$ cat src/rtl/cs_gpo_pkg.sv
package cs_gpo_pkg;

  typedef enum logic {
    SEL_RELEASE = 1'b0,
    SEL_ENGAGE  = 1'b1
  } sel_action_e;

  // true when number s maps onto one of n outputs starting at base
  function automatic logic in_window(input int unsigned s, input int unsigned base,
                                     input int unsigned n);
    return (s >= base) && (s < base + n);
  endfunction

  // merged update of a stored vector, clear has priority over set
  function automatic logic [31:0] apply_setclr(input logic [31:0] cur,
                                               input logic [31:0] setv,
                                               input logic [31:0] clrv);
    return (cur | setv) & ~clrv;
  endfunction

endpackage

$ cat src/rtl/cs_gpo_cfg_reg.sv
module cs_gpo_cfg_reg #(
  parameter int N = 8,
  localparam int CW = 2 * N
) (
  input  logic          clk,
  input  logic          rst_n,
  input  logic          we,
  input  logic [CW-1:0] wdata,
  output logic [CW-1:0] cfg_q
);

  always_ff @(posedge clk) begin
    if (!rst_n)  cfg_q <= '0;
    else if (we) cfg_q <= wdata;
  end

endmodule

$ cat src/rtl/cs_gpo_sel_decode.sv
module cs_gpo_sel_decode
  import cs_gpo_pkg::*;
#(
  parameter int N        = 8,
  parameter int SEL_W    = 8,
  parameter int SEL_BASE = 1
) (
  input  logic             sel_valid,
  input  logic [SEL_W-1:0] sel_num,
  input  logic             sel_assert,
  input  logic [N-1:0]     cs_mode,
  output logic [N-1:0]     set_vec,
  output logic [N-1:0]     clr_vec,
  output logic             in_range,
  output logic             reject
);

  logic [31:0]  sel_ext;
  logic [N-1:0] match;
  logic [N-1:0] hit;
  sel_action_e  act;

  assign sel_ext  = 32'(sel_num);
  assign in_range = in_window(sel_ext, SEL_BASE, N);
  assign act      = sel_action_e'(sel_assert);

  for (genvar i = 0; i < N; i++) begin : g_match
    assign match[i] = (sel_ext == 32'(SEL_BASE + i));
  end

  assign hit     = sel_valid ? (match & cs_mode) : '0;
  assign clr_vec = (act == SEL_ENGAGE)  ? hit : '0;
  assign set_vec = (act == SEL_RELEASE) ? hit : '0;
  assign reject  = sel_valid && !(in_range && (|(match & cs_mode)));

endmodule

$ cat src/rtl/cs_gpo_out_stage.sv
module cs_gpo_out_stage
  import cs_gpo_pkg::*;
#(
  parameter int N = 8
) (
  input  logic         clk,
  input  logic         rst_n,
  input  logic [N-1:0] set_req,
  input  logic [N-1:0] clr_req,
  input  logic [N-1:0] invert,
  output logic [N-1:0] state_q,
  output logic [N-1:0] pin
);

  logic [31:0] nxt;

  assign nxt = apply_setclr(32'(state_q), 32'(set_req), 32'(clr_req));

  always_ff @(posedge clk) begin
    if (!rst_n) state_q <= '0;
    else        state_q <= nxt[N-1:0];
  end

  for (genvar i = 0; i < N; i++) begin : g_inv
    assign pin[i] = state_q[i] ^ invert[i];
  end

endmodule

$ cat src/rtl/cs_gpo_ctrl.sv
module cs_gpo_ctrl #(
  parameter int N        = 8,
  parameter int SEL_W    = 8,
  parameter int SEL_BASE = 1,
  localparam int CW      = 2 * N
) (
  input  logic             clk,
  input  logic             rst_n,
  input  logic             cfg_we,
  input  logic [CW-1:0]    cfg_wdata,
  input  logic             act_we,
  input  logic [CW-1:0]    act_wdata,
  input  logic             sel_valid,
  input  logic [SEL_W-1:0] sel_num,
  input  logic             sel_assert,
  output logic [N-1:0]     pin_o,
  output logic [N-1:0]     state_o,
  output logic [CW-1:0]    cfg_o,
  output logic [N-1:0]     cs_mode_o,
  output logic             sel_reject_o
);

  logic [CW-1:0] cfg_q;
  logic [N-1:0]  act_set, act_clr;
  logic [N-1:0]  cmd_set, cmd_clr;
  logic [N-1:0]  set_req, clr_req;
  logic          sel_in_range;
  logic          sel_reject_w;
  logic          reject_q;

  cs_gpo_cfg_reg #(.N(N)) cfg_i (
    .clk(clk), .rst_n(rst_n), .we(cfg_we), .wdata(cfg_wdata), .cfg_q(cfg_q)
  );

  cs_gpo_sel_decode #(.N(N), .SEL_W(SEL_W), .SEL_BASE(SEL_BASE)) dec_i (
    .sel_valid(sel_valid), .sel_num(sel_num), .sel_assert(sel_assert),
    .cs_mode(cfg_q[CW-1:N]), .set_vec(cmd_set), .clr_vec(cmd_clr),
    .in_range(sel_in_range), .reject(sel_reject_w)
  );

  assign act_set = act_we ? act_wdata[CW-1:N] : '0;
  assign act_clr = act_we ? act_wdata[N-1:0]  : '0;
  assign set_req = act_set | cmd_set;
  assign clr_req = act_clr | cmd_clr;

  cs_gpo_out_stage #(.N(N)) out_i (
    .clk(clk), .rst_n(rst_n), .set_req(set_req), .clr_req(clr_req),
    .invert(cfg_q[N-1:0]), .state_q(state_o), .pin(pin_o)
  );

  always_ff @(posedge clk) begin
    if (!rst_n) reject_q <= 1'b0;
    else        reject_q <= sel_reject_w;
  end

  assign cfg_o        = cfg_q;
  assign cs_mode_o    = cfg_q[CW-1:N];
  assign sel_reject_o = reject_q;

endmodule

$ cat config.mk
export PLATFORM = sky130hd
export DESIGN_NAME = cs_gpo_ctrl
export DESIGN_NICKNAME = d
export VERILOG_FILES = /design/src/rtl/cs_gpo_pkg.sv /design/src/rtl/cs_gpo_cfg_reg.sv /design/src/rtl/cs_gpo_sel_decode.sv /design/src/rtl/cs_gpo_out_stage.sv /design/src/rtl/cs_gpo_ctrl.sv
export SDC_FILE = /design/constraint.sdc
export NUM_CORES = 1
export LEC_CHECK = 0
export CAP_MARGIN = 20
export CORE_MARGIN = 4
export CORE_UTILIZATION = 39
export CTS_CLUSTER_DIAMETER = 40
export DETAILED_ROUTE_END_ITERATION = 7
export GPL_TIMING_DRIVEN = 1
export PLACE_DENSITY = 0.86
export SLEW_MARGIN = 5
export SYNTH_ARGS = -nofsm -noshare
export SYNTH_HDL_FRONTEND = slang
export SYNTH_SLANG_ARGS = --single-unit
$ cat constraint.sdc
create_clock -name clk -period 3.4 [get_ports clk]
set_clock_uncertainty 0.05 [all_clocks]
set_input_delay 0.51 -clock clk [delete_from_list [all_inputs] [get_ports clk]]
set_output_delay 0.51 -clock clk [all_outputs]
set_load 0.005 [all_outputs]
==> results.toml <==
[clocking]
clkTransAtPathRegs_ns = 0.14
cts-htree-levels = 1
cts_root_buf = "clkbuf_4"
clock_sinks = 25
cts-hold-fix-buffers = 0
post_cts_buffers = 0
cts_max_path_buffers = 2
clk_latency_ns = 0.32
cts_resized = 0
cts_tree = "done"
cts_inserted_buffers = 3

[finish]
finalNonFillerCells = 262
fin_util_pct = 65.73
layout_commonest_cell = "clkdlybuf4s50_1"
stdcell_area_um2 = 2193
syn_to_final_growth_pct = 63.22
nets = 263
final_cell_mix = "clkdlybuf4s50_1 (86), dfxtp_1 (25), mux2i_1 (19)"
n_antenna_cell = 0
drive_gt1_share_pct = 5.556

[grt]
grt_usage_pct = 17.43
grt_max_degree = 26
grt_pass1_wl_mm = 6.085
gr-total-overflow = 0
antenna_found_initial = 0
grt_pass1_vias = 1312

[detailed_routing]
viasPerCell = 4.882
first_pass_iters = 4
met2_length_mm = 1.776
drc = 0
wl_met3_um = 320
dr.first_iter.drc_count = 44
vias = 1279
drt_wl_total_mm = 3.697
postRouteAntennaNets = 0
routed.top_layer = "met4"
drt-met1-wl_mm = 1.587
wire_per_inst_um = 14.11

[power_and_ir_drop]
comb_power_share_pct = 29.1
power.internal_mw = 0.4847
power_mw = 0.6488
p_per_area_nw_per_um2 = 295.8
cellLeakagePower_nw = 0.8861
switchingPower_mw = 0.1641
power_frac_clock_pct = 20.4
ir_worst_vdd_uv = 148.6
sw_frac_of_total_pct = 25.30
p_seq_share_pct = 50.5

[status]
status = "completed"

[critical_path]
cp.arrival_ns = 1.42
cp_max_fo = 3
critPathLaunchType = "flop"
worstSetupEndpointType = "output port"
critPathKind = "reg2out"
ff2ff_path_depth = 4
required_ns = 2.84

[sta]
tightest_slew_ns = 0.7540
min_period_ns = 1.981
finalMaxSlewViolations = 0
hold_ws_ns = 0.5082
maxSlewHeadroom_pct = 49.58
fin_setup_tns_ns = 0
max_freq_ghz = 0.5049
setup_slack_ns = 1.419
setup_viol = 0
rsz0062_at_grt = "false"
hold_viol_final = 0
fin_crit_sh_pct = 58.25

[place]
place_area_um2 = 2166
io_buffers = 86
gp_congestion = 0.7478
pre_cts_ws_ns = 1.111
dp.cells = 258
hpwl_mm = 2.961

[worst_hold_path]
hp-class = "reg2reg"
holdPathStages = 2

[logic_synthesis]
synthTopCellsByArea = "dfxtp_1 (37%), mux2i_1 (14%), nor2b_1 (7.9%)"
synth-main-ff-cell = "dfxtp_1"
syn_inst = 142
synth_top_area_share_pct = 37.24
synth_edf_count = 0
syn_area_per_cell_um2 = 9.463
yosysTopAreaCell = "dfxtp_1"
yosys_warnings = 0
synth_seq_cells = 25
synth_cell_types = 29
synth-async-reset-ratio_pct = 0
syn_area_um2 = 1344
synth_nets = 188
ys_seq_area_share_pct = 37.24

[floorplanning]
initial_utilization_pct = 40.27
core-area_um2 = 3337
die_w_um = 66.70
num_io_pins = 87
rows = 21
dieArea_um2 = 4449
fp.dieH_um = 66.70

[run]
maxCapViolCount = 0
area by class of cell:
cell class	instances	area, um^2
tap	46	57.56
clock buffer	3	22.52
inverter	1	3.754
clock inverter	1	5.005
multi-input combinational	99	735.7
timing repair buffer	87	868.3
sequential	25	500.5
fill	290	1144
routing by layer:
layer  vias to the layer above  track usage, %
li1                        640               -
met1                       590           22.54
met2                        47           28.47
met3                         2           5.734
met4                         0           3.046
met5                         -               0
cells by family (layout without fill, tap and decap cells):
kind of cell | after synthesis | in the layout | synth area share, %
buf+inv | 18 | 92 | 8.006
compound gates | 15 | 15 | 8.100
mux | 21 | 21 | 16.67
xor+xnor | 8 | 8 | 5.214
flops | 25 | 25 | 37.24
simple gates | 55 | 55 | 24.77
path summary, 6_finish.rpt:
check	startpoint	endpoint	slack, ns
worst max-delay path	out_i.state_q[0]$_SDFF_PN0_	pin_o[0]	1.42
worst max register to register	cfg_i.cfg_q[13]$_SDFFE_PN0P_	sel_reject_o$_SDFF_PN0_	2.01
worst min register to register	cfg_i.cfg_q[4]$_SDFFE_PN0P_	cfg_i.cfg_q[4]$_SDFFE_PN0P_	0.51
worst min-delay path	cfg_i.cfg_q[4]$_SDFFE_PN0P_	cfg_i.cfg_q[4]$_SDFFE_PN0P_	0.51
sequential cells by signal, summed over array words and instances, names as in the netlist:
| register | count |
|---|---|
| cfg_i.cfg_q | 16 |
| out_i.state_q | 8 |
| sel_reject_o | 1 |
Yosys cell counts, types with 2 or more instances:
master	count
nor3_2	3
nand3_1	2
nand3b_1	3
and3_1	6
dfxtp_1	25
nor2b_1	17
buf_2	4
nand2_1	14
nor3b_1	2
xor2_1	8
a21oi_1	3
clkbuf_1	3
nand4_1	2
buf_4	9
a211oi_1	9
mux2i_1	19
power groups by stage:
stage | Sequential (mW) | Clock (mW) | Combinational [mW]
2_1_floorplan | 0.333 | 0 | 0.0708
4_1_cts | 0.328 | 0.136 | 0.191
5_1_grt | 0.331 | 0.147 | 0.206
6_report | 0.328 | 0.132 | 0.189
3_5_place_dp | 0.334 | 0 | 0.191
3_3_place_gp | 0.334 | 0 | 0.187
worst max-delay path, cell delays in order, from the launching register on:
cell	delay (ns)
dfxtp_1	0.42
xor2_1	0.16
clkdlybuf4s50_1	0.52
(Power assumes the default switching activity.)
